**config.mk**
```make
export PLATFORM = sky130hd
export DESIGN_NAME = uart_tx_lowwater
export DESIGN_NICKNAME = d
export VERILOG_FILES = /design/src/rtl/uart_tx_pkg.sv /design/src/rtl/uart_tx_fifo.sv /design/src/rtl/uart_tx_watermark.sv /design/src/rtl/uart_tx_framer.sv /design/src/rtl/uart_tx_lowwater.sv
export SDC_FILE = /design/constraint.sdc
export NUM_CORES = 1
export LEC_CHECK = 0
export BUFFER_PORTS_ARGS = -buffer_cell sky130_fd_sc_hd__buf_2
export CAP_MARGIN = 20
export CORE_UTILIZATION = 40
export CTS_BUF_LIST = sky130_fd_sc_hd__clkbuf_4
export DETAILED_ROUTE_END_ITERATION = 10
export PLACE_DENSITY_LB_ADDON = 0.2
export SYNTH_ARGS = -nofsm -noshare
export SYNTH_HDL_FRONTEND = slang
export SYNTH_SLANG_ARGS = --single-unit
```
**constraint.sdc**
```tcl
create_clock -name clk -period 8.35 [get_ports clk]
set_input_delay 1.67 -clock clk [delete_from_list [all_inputs] [get_ports clk]]
set_output_delay 1.67 -clock clk [all_outputs]
set_load 0.01 [all_outputs]
```
**src/rtl/uart_tx_pkg.sv**
```systemverilog
package uart_tx_pkg;

    typedef enum logic [2:0] {
        ST_IDLE,
        ST_START,
        ST_DATA,
        ST_PARITY,
        ST_STOP
    } tx_state_e;

    typedef struct packed {
        logic word8;
        logic stop2;
        logic par_en;
        logic par_even;
    } frame_cfg_t;

endpackage

```
**src/rtl/uart_tx_fifo.sv**
```systemverilog
module uart_tx_fifo #(
    parameter int DEPTH = 32,
    parameter int WIDTH = 8,
    localparam int PTR_W = (DEPTH > 1) ? $clog2(DEPTH) : 1,
    localparam int LVL_W = $clog2(DEPTH + 1)
) (
    input  logic             clk,
    input  logic             rst_n,
    input  logic             push,
    input  logic [WIDTH-1:0] push_data,
    input  logic             pop,
    output logic [WIDTH-1:0] head_data,
    output logic [LVL_W-1:0] level,
    output logic             empty,
    output logic             full
);

    logic [WIDTH-1:0] mem [DEPTH];
    logic [PTR_W-1:0] wr_ptr_q, rd_ptr_q;
    logic [LVL_W-1:0] level_q;
    logic             do_push, do_pop;

    assign empty     = (level_q == '0);
    assign full      = (level_q == LVL_W'(DEPTH));
    assign do_push   = push && !full;
    assign do_pop    = pop && !empty;
    assign head_data = mem[rd_ptr_q];
    assign level     = level_q;

    function automatic logic [PTR_W-1:0] bump(input logic [PTR_W-1:0] p);
        return (p == PTR_W'(DEPTH - 1)) ? '0 : p + 1'b1;
    endfunction

    always_ff @(posedge clk) begin
        if (do_push) begin
            mem[wr_ptr_q] <= push_data;
        end
    end

    always_ff @(posedge clk) begin
        if (!rst_n) begin
            wr_ptr_q <= '0;
            rd_ptr_q <= '0;
            level_q  <= '0;
        end else begin
            if (do_push) begin
                wr_ptr_q <= bump(wr_ptr_q);
            end
            if (do_pop) begin
                rd_ptr_q <= bump(rd_ptr_q);
            end
            unique case ({do_push, do_pop})
                2'b10:   level_q <= level_q + 1'b1;
                2'b01:   level_q <= level_q - 1'b1;
                default: level_q <= level_q;
            endcase
        end
    end

endmodule

```
**src/rtl/uart_tx_watermark.sv**
```systemverilog
module uart_tx_watermark #(
    parameter int LVL_W = 6
) (
    input  logic [LVL_W-1:0] level,
    input  logic [LVL_W-1:0] trig,
    input  logic             irq_en,
    output logic             ready,
    output logic             irq
);

    // The trigger counts bytes still queued, so the comparison is inclusive.
    always_comb begin
        ready = (level <= trig);
        irq   = ready && irq_en;
    end

endmodule

```
**src/rtl/uart_tx_framer.sv**
```systemverilog
module uart_tx_framer
    import uart_tx_pkg::*;
#(
    parameter int OS = 16,
    localparam int OS_W = (OS > 1) ? $clog2(OS) : 1
) (
    input  logic       clk,
    input  logic       rst_n,
    input  logic       tick,
    input  logic       fifo_empty,
    input  logic [7:0] fifo_data,
    input  frame_cfg_t cfg,
    output logic       pop,
    output logic       txd,
    output logic       busy
);

    tx_state_e   state_q, state_d;
    logic [OS_W-1:0] os_q;
    logic [2:0]  cnt_q;
    logic [7:0]  sh_q;
    logic        par_q;
    frame_cfg_t  cfg_q;
    logic        bit_end, last_data, last_stop, load;
    logic [7:0]  masked;

    assign bit_end   = tick && (os_q == OS_W'(OS - 1));
    assign last_data = (cnt_q == (cfg_q.word8 ? 3'd7 : 3'd6));
    assign last_stop = (cnt_q == (cfg_q.stop2 ? 3'd1 : 3'd0));
    assign load      = (state_q == ST_IDLE) && !fifo_empty;
    assign masked    = cfg.word8 ? fifo_data : {1'b0, fifo_data[6:0]};

    // State register
    always_ff @(posedge clk) begin
        if (!rst_n) begin
            state_q <= ST_IDLE;
        end else begin
            state_q <= state_d;
        end
    end

    // Next-state logic
    always_comb begin
        state_d = state_q;
        unique case (state_q)
            ST_IDLE:   if (load)    state_d = ST_START;
            ST_START:  if (bit_end) state_d = ST_DATA;
            ST_DATA:   if (bit_end && last_data)
                           state_d = cfg_q.par_en ? ST_PARITY : ST_STOP;
            ST_PARITY: if (bit_end) state_d = ST_STOP;
            ST_STOP:   if (bit_end && last_stop) state_d = ST_IDLE;
            default:   state_d = ST_IDLE;
        endcase
    end

    // Datapath: oversample counter, bit counter, shifter, latched format
    always_ff @(posedge clk) begin
        if (!rst_n) begin
            os_q  <= '0;
            cnt_q <= '0;
            sh_q  <= '0;
            par_q <= 1'b0;
            cfg_q <= '0;
        end else begin
            if (state_q == ST_IDLE) begin
                os_q <= '0;
            end else if (tick) begin
                os_q <= (os_q == OS_W'(OS - 1)) ? '0 : os_q + 1'b1;
            end

            if (state_d != state_q) begin
                cnt_q <= '0;
            end else if (bit_end) begin
                cnt_q <= cnt_q + 1'b1;
            end

            if (load) begin
                sh_q  <= fifo_data;
                cfg_q <= cfg;
                par_q <= cfg.par_even ? ^masked : ~^masked;
            end else if ((state_q == ST_DATA) && bit_end) begin
                sh_q <= {1'b0, sh_q[7:1]};
            end
        end
    end

    // Outputs
    always_comb begin
        pop  = load;
        busy = (state_q != ST_IDLE);
        unique case (state_q)
            ST_IDLE:   txd = 1'b1;
            ST_START:  txd = 1'b0;
            ST_DATA:   txd = sh_q[0];
            ST_PARITY: txd = par_q;
            ST_STOP:   txd = 1'b1;
            default:   txd = 1'b1;
        endcase
    end

endmodule

```
**src/rtl/uart_tx_lowwater.sv**
```systemverilog
module uart_tx_lowwater
    import uart_tx_pkg::*;
#(
    parameter int DEPTH = 32,
    parameter int OS    = 16,
    localparam int LVL_W = $clog2(DEPTH + 1)
) (
    input  logic             clk,
    input  logic             rst_n,
    input  logic             tick_16x,
    input  logic             wr_en,
    input  logic [7:0]       wr_data,
    input  logic             cfg_word8,
    input  logic             cfg_stop2,
    input  logic             cfg_par_en,
    input  logic             cfg_par_even,
    input  logic [LVL_W-1:0] tx_trig_lvl,
    input  logic             tx_irq_en,
    output logic             txd,
    output logic             tx_ready,
    output logic             tx_irq,
    output logic             tx_done,
    output logic [LVL_W-1:0] fifo_level
);

    logic       fifo_empty, fifo_full, fr_pop, fr_busy;
    logic [7:0] head;
    frame_cfg_t cfg;

    assign cfg = '{word8: cfg_word8, stop2: cfg_stop2,
                   par_en: cfg_par_en, par_even: cfg_par_even};

    uart_tx_fifo #(.DEPTH(DEPTH), .WIDTH(8)) u_fifo (
        .clk       (clk),
        .rst_n     (rst_n),
        .push      (wr_en),
        .push_data (wr_data),
        .pop       (fr_pop),
        .head_data (head),
        .level     (fifo_level),
        .empty     (fifo_empty),
        .full      (fifo_full)
    );

    uart_tx_framer #(.OS(OS)) u_framer (
        .clk        (clk),
        .rst_n      (rst_n),
        .tick       (tick_16x),
        .fifo_empty (fifo_empty),
        .fifo_data  (head),
        .cfg        (cfg),
        .pop        (fr_pop),
        .txd        (txd),
        .busy       (fr_busy)
    );

    uart_tx_watermark #(.LVL_W(LVL_W)) u_mark (
        .level  (fifo_level),
        .trig   (tx_trig_lvl),
        .irq_en (tx_irq_en),
        .ready  (tx_ready),
        .irq    (tx_irq)
    );

    assign tx_done = fifo_empty && !fr_busy;

endmodule

```
==> results.md <==
* Final non-filler cell total at about 1300
* Number of distinct library cells after synthesis at 59
* Hold-fix buffers, CTS at 0
* Worst path bufs/invs at 3
* Number of synthesized flops with an enable pin at 256
* Core Box Area at 30500 µm²
* Fmax at 203 MHz
* CTS tree: yes
* Worst-Margin Slew at approximately 1100 ps
* Post-DP HPWL at 17600 µm
* Initial antenna violation count at 1
* CTS Buf Count at 78
* DP Worst Slack at 3410 ps
* Placed Area at 12900 µm²
* Core Rows at 64
* WL final at between 20000 and 30000 µm
* Antenna-violating nets left at 0
* Worst path required time at 6680 ps
* Setup TNS at 0 ps
* Crit end category: primary output
* Synth-to-Final Area Change at 11.7%
* CTS resizes at 0
* Post-CTS Repair Setup Buffers at 0
* Root Buffer: clkbuf_4
* Reg-to-Reg Start: u_fifo.level[1]
* Yosys warns at 0
* Die Y at 178 µm
* Vias in the first global route at 7303
* Gate Count Post-Synth at 765
* Fin. Hold Viols at 0
* Worst slew margin at about 28%
* Vias after detailed routing at roughly 7000
* Slew Limit Fails at 0
* RSZ-0062 raised after global routing: false
* CP startpoint: tx_trig_lvl[1]
* Share of cells above drive strength 1 at 23.7%
* Global-route wire length before repair at 42900 µm
* Later-pin clock latency in the skew report at 700 ps
* Pre-Repair DR Iteration Count at 4
* Synth Net Count at roughly 810
* Width of the die at 178 µm
* GP Congestion at about 0.8
* Initial Util at 40.6%
* Status: complete, no violations
* Largest net degree at the start of global routing at 47
* Final Skew at 47.8 ps
* Worst setup SP type: input port
* Worst-path fanout max at 2
* Worst reg-to-reg setup slack at ~3800 ps
* Io pins at 33
* Crit-path leading delay family: compound AO/OA/AOI/OAI gates
* VDD IR max at 117 µV
* LEAKAGE at 4.55 nW
* Final Setup Violations at 0
* Hold wc startpoint: u_framer.sh_q[6]
* Die area at 31600 µm²
* Port bufs at 32
* Mapped Avg Cell Area at ~16 µm²
* Max stage delay on crit path at ~300 ps
* Final net count at between 800 and 900
* Share of async-settable or async-resettable flops after synthesis at 0%
* Sequential fraction of the synthesis area at 69.1%
* Crit-path slowest cell: ha_1
* # DRC at 0
* PwrDens at 290 nW/µm²
* Global route overflow at 0
* Final worst slack at 3420 ps
* Mapped cell area at 12400 µm²
* CP cell instances: buf_2 > inv_1 > ha_1 > nor2b_1 > o21a_1 > o21ai_0 > nand2b_1 > a21oi_1 > nor2b_1 > o22ai_1 > and2_1 > buf_2
* Clock sinks at 299
* Fin area at about 14000 µm²
* Post-Place Cells at 1159
* Ys flop type: edfxtp_1
* Crit path DAT at 3260 ps
* Clk slew on worst S/H paths at 70 ps
* Total GRT Usage at a little under a fifth
* DRT iter0 DRCs at 562
* Critical path type: in2out
* Clock buffer depth at 3
* Path category of the worst min-delay check: reg2reg
* Wire length per cell at about 22 µm
* Period minus WS final at 4930 ps
* Via/cell ratio at 5.43
* Final worst-path cycle share at 59.0%
* H-tree depth at 3
* Max cap viols at 0
* #FFs+latches synth at 299
tightest hold or removal path: cells and delay by family (launching register included):
family,cells,cell delay [ps]
simple gates,1,50
flops,1,310
compound gates,1,50
registers in the layout (all words and copies together) (netlist names), named ones only:
| name | count |
|---|---|
| u_framer.par_q | 1 |
| u_fifo.rd_ptr_q | 5 |
| u_framer.cnt_q | 3 |
| u_framer.cfg_q | 3 |
| u_fifo.wr_ptr_q | 5 |
| u_fifo.mem | 256 |
| u_fifo.level | 6 |
| u_framer.sh_q | 8 |
| u_framer.os_q | 4 |
| u_framer.state_q | 3 |
synthesized netlist by cell type (4+ instances only):
cell type | count | area, µm²
a21boi_0 | 6 | 45.0
a21oi_1 | 26 | 130
a221oi_1 | 6 | 52.6
a22oi_1 | 8 | 60.1
a311oi_1 | 6 | 52.6
a31oi_1 | 6 | 37.5
and2_1 | 15 | 93.8
and3_1 | 8 | 50.1
buf_2 | 7 | 35.0
buf_4 | 7 | 52.6
clkbuf_1 | 17 | 63.8
dfxtp_1 | 43 | 861
edfxtp_1 | 256 | 7690
ha_1 | 20 | 250
inv_1 | 17 | 63.8
mux2i_1 | 27 | 270
mux4_2 | 56 | 1260
nand2_1 | 56 | 210
nand3_1 | 6 | 30.0
nand3b_1 | 4 | 30.0
nor2_1 | 57 | 214
nor2b_1 | 9 | 56.3
nor3_1 | 8 | 40.0
nor4b_1 | 4 | 35.0
o211ai_1 | 5 | 37.5
o21ai_0 | 14 | 70.1
o21bai_1 | 5 | 37.5
or3_1 | 4 | 25.0
or4_1 | 4 | 30.0
xnor2_1 | 9 | 78.8
xor2_1 | 7 | 61.3
metal layers:
metal	track usage, %	up-vias	share of wire (%)
li1	-	3184	-
met1	24.0	3589	44
met2	30.7	209	50
met3	4.05	47	4.9
met4	6.59	0	1.8
met5	0	-	0
layout make-up:
| cell class | instances | area [µm²] |
|---|---|---|
| fillers | 2671 | 16700 |
| flip-flops and latches | 299 | 8560 |
| multi-input cells | 409 | 3550 |
| clock buffers | 103 | 773 |
| well taps | 396 | 495 |
| clock inverters | 32 | 189 |
| repair buffers | 35 | 183 |
| inverters | 20 | 75.1 |
| diodes | 1 | 2.50 |
worst paths after layout:
check	endpoint	cells past startpoint
worst max register to register	u_fifo.level[5]	13
worst max-delay path	tx_irq	12
worst min-delay path	u_framer.sh_q[6]	2
worst min register to register	u_framer.sh_q[6]	2
cells in the final DEF, fill, tap and decap left out, drive strengths merged, types with 2 or more instances in the layout:
cell type / netlist / layout
a21boi: 7 / 7
a21o: 2 / 2
a21oi: 26 / 26
a221oi: 6 / 6
a22oi: 8 / 8
a311oi: 6 / 6
a31oi: 6 / 6
a32oi: 2 / 2
and2: 15 / 15
and3: 8 / 8
buf: 19 / 35
bufinv: 0 / 2
clkbuf: 18 / 103
clkinv: 2 / 30
dfxtp: 43 / 43
edfxtp: 256 / 256
ha: 20 / 20
inv: 18 / 19
mux2i: 27 / 27
mux4: 56 / 56
nand2: 56 / 56
nand2b: 2 / 2
nand3: 6 / 6
nand3b: 4 / 4
nand4: 3 / 3
nor2: 57 / 57
nor2b: 9 / 9
nor3: 8 / 8
nor3b: 3 / 3
nor4: 2 / 2
nor4b: 4 / 4
o211ai: 5 / 5
o21a: 3 / 3
o21ai: 14 / 14
o21bai: 5 / 5
or3: 4 / 4
or3b: 2 / 2
or4: 4 / 4
xnor2: 9 / 9
xor2: 7 / 7
power breakdown:
| group | total, mW | internal (mW) | switching, mW | leakage (nW) |
|---|---|---|---|---|
| clock | 1.23 | 0.640 | 0.585 | 0.567 |
| sequential | 1.79 | 1.69 | 0.106 | 2.66 |
| combinational | 0.984 | 0.439 | 0.545 | 1.32 |
| total | 4.00 | 2.77 | 1.24 | 4.55 |
kinds of logic after synthesis:
family | synth area share (%)
compound gates | 5.21
buf+inv | 2.22
flops | 69.1
fa+ha+maj | 2.18
mux | 12.5
xor+xnor | 1.31
simple gates | 7.50
through the flow:
step                      utilization (%)  power [mW]  hold slack [ps]
after detailed placement             42.1        2.82              460
after global placement               42.1        2.78              444
after global routing                 45.3        4.22              487
after CTS                            45.3        4.05              470
after floorplan                         -        2.56              432
final                                45.3        4.00              463
Note: power is estimated with default switching activity, not from simulation.
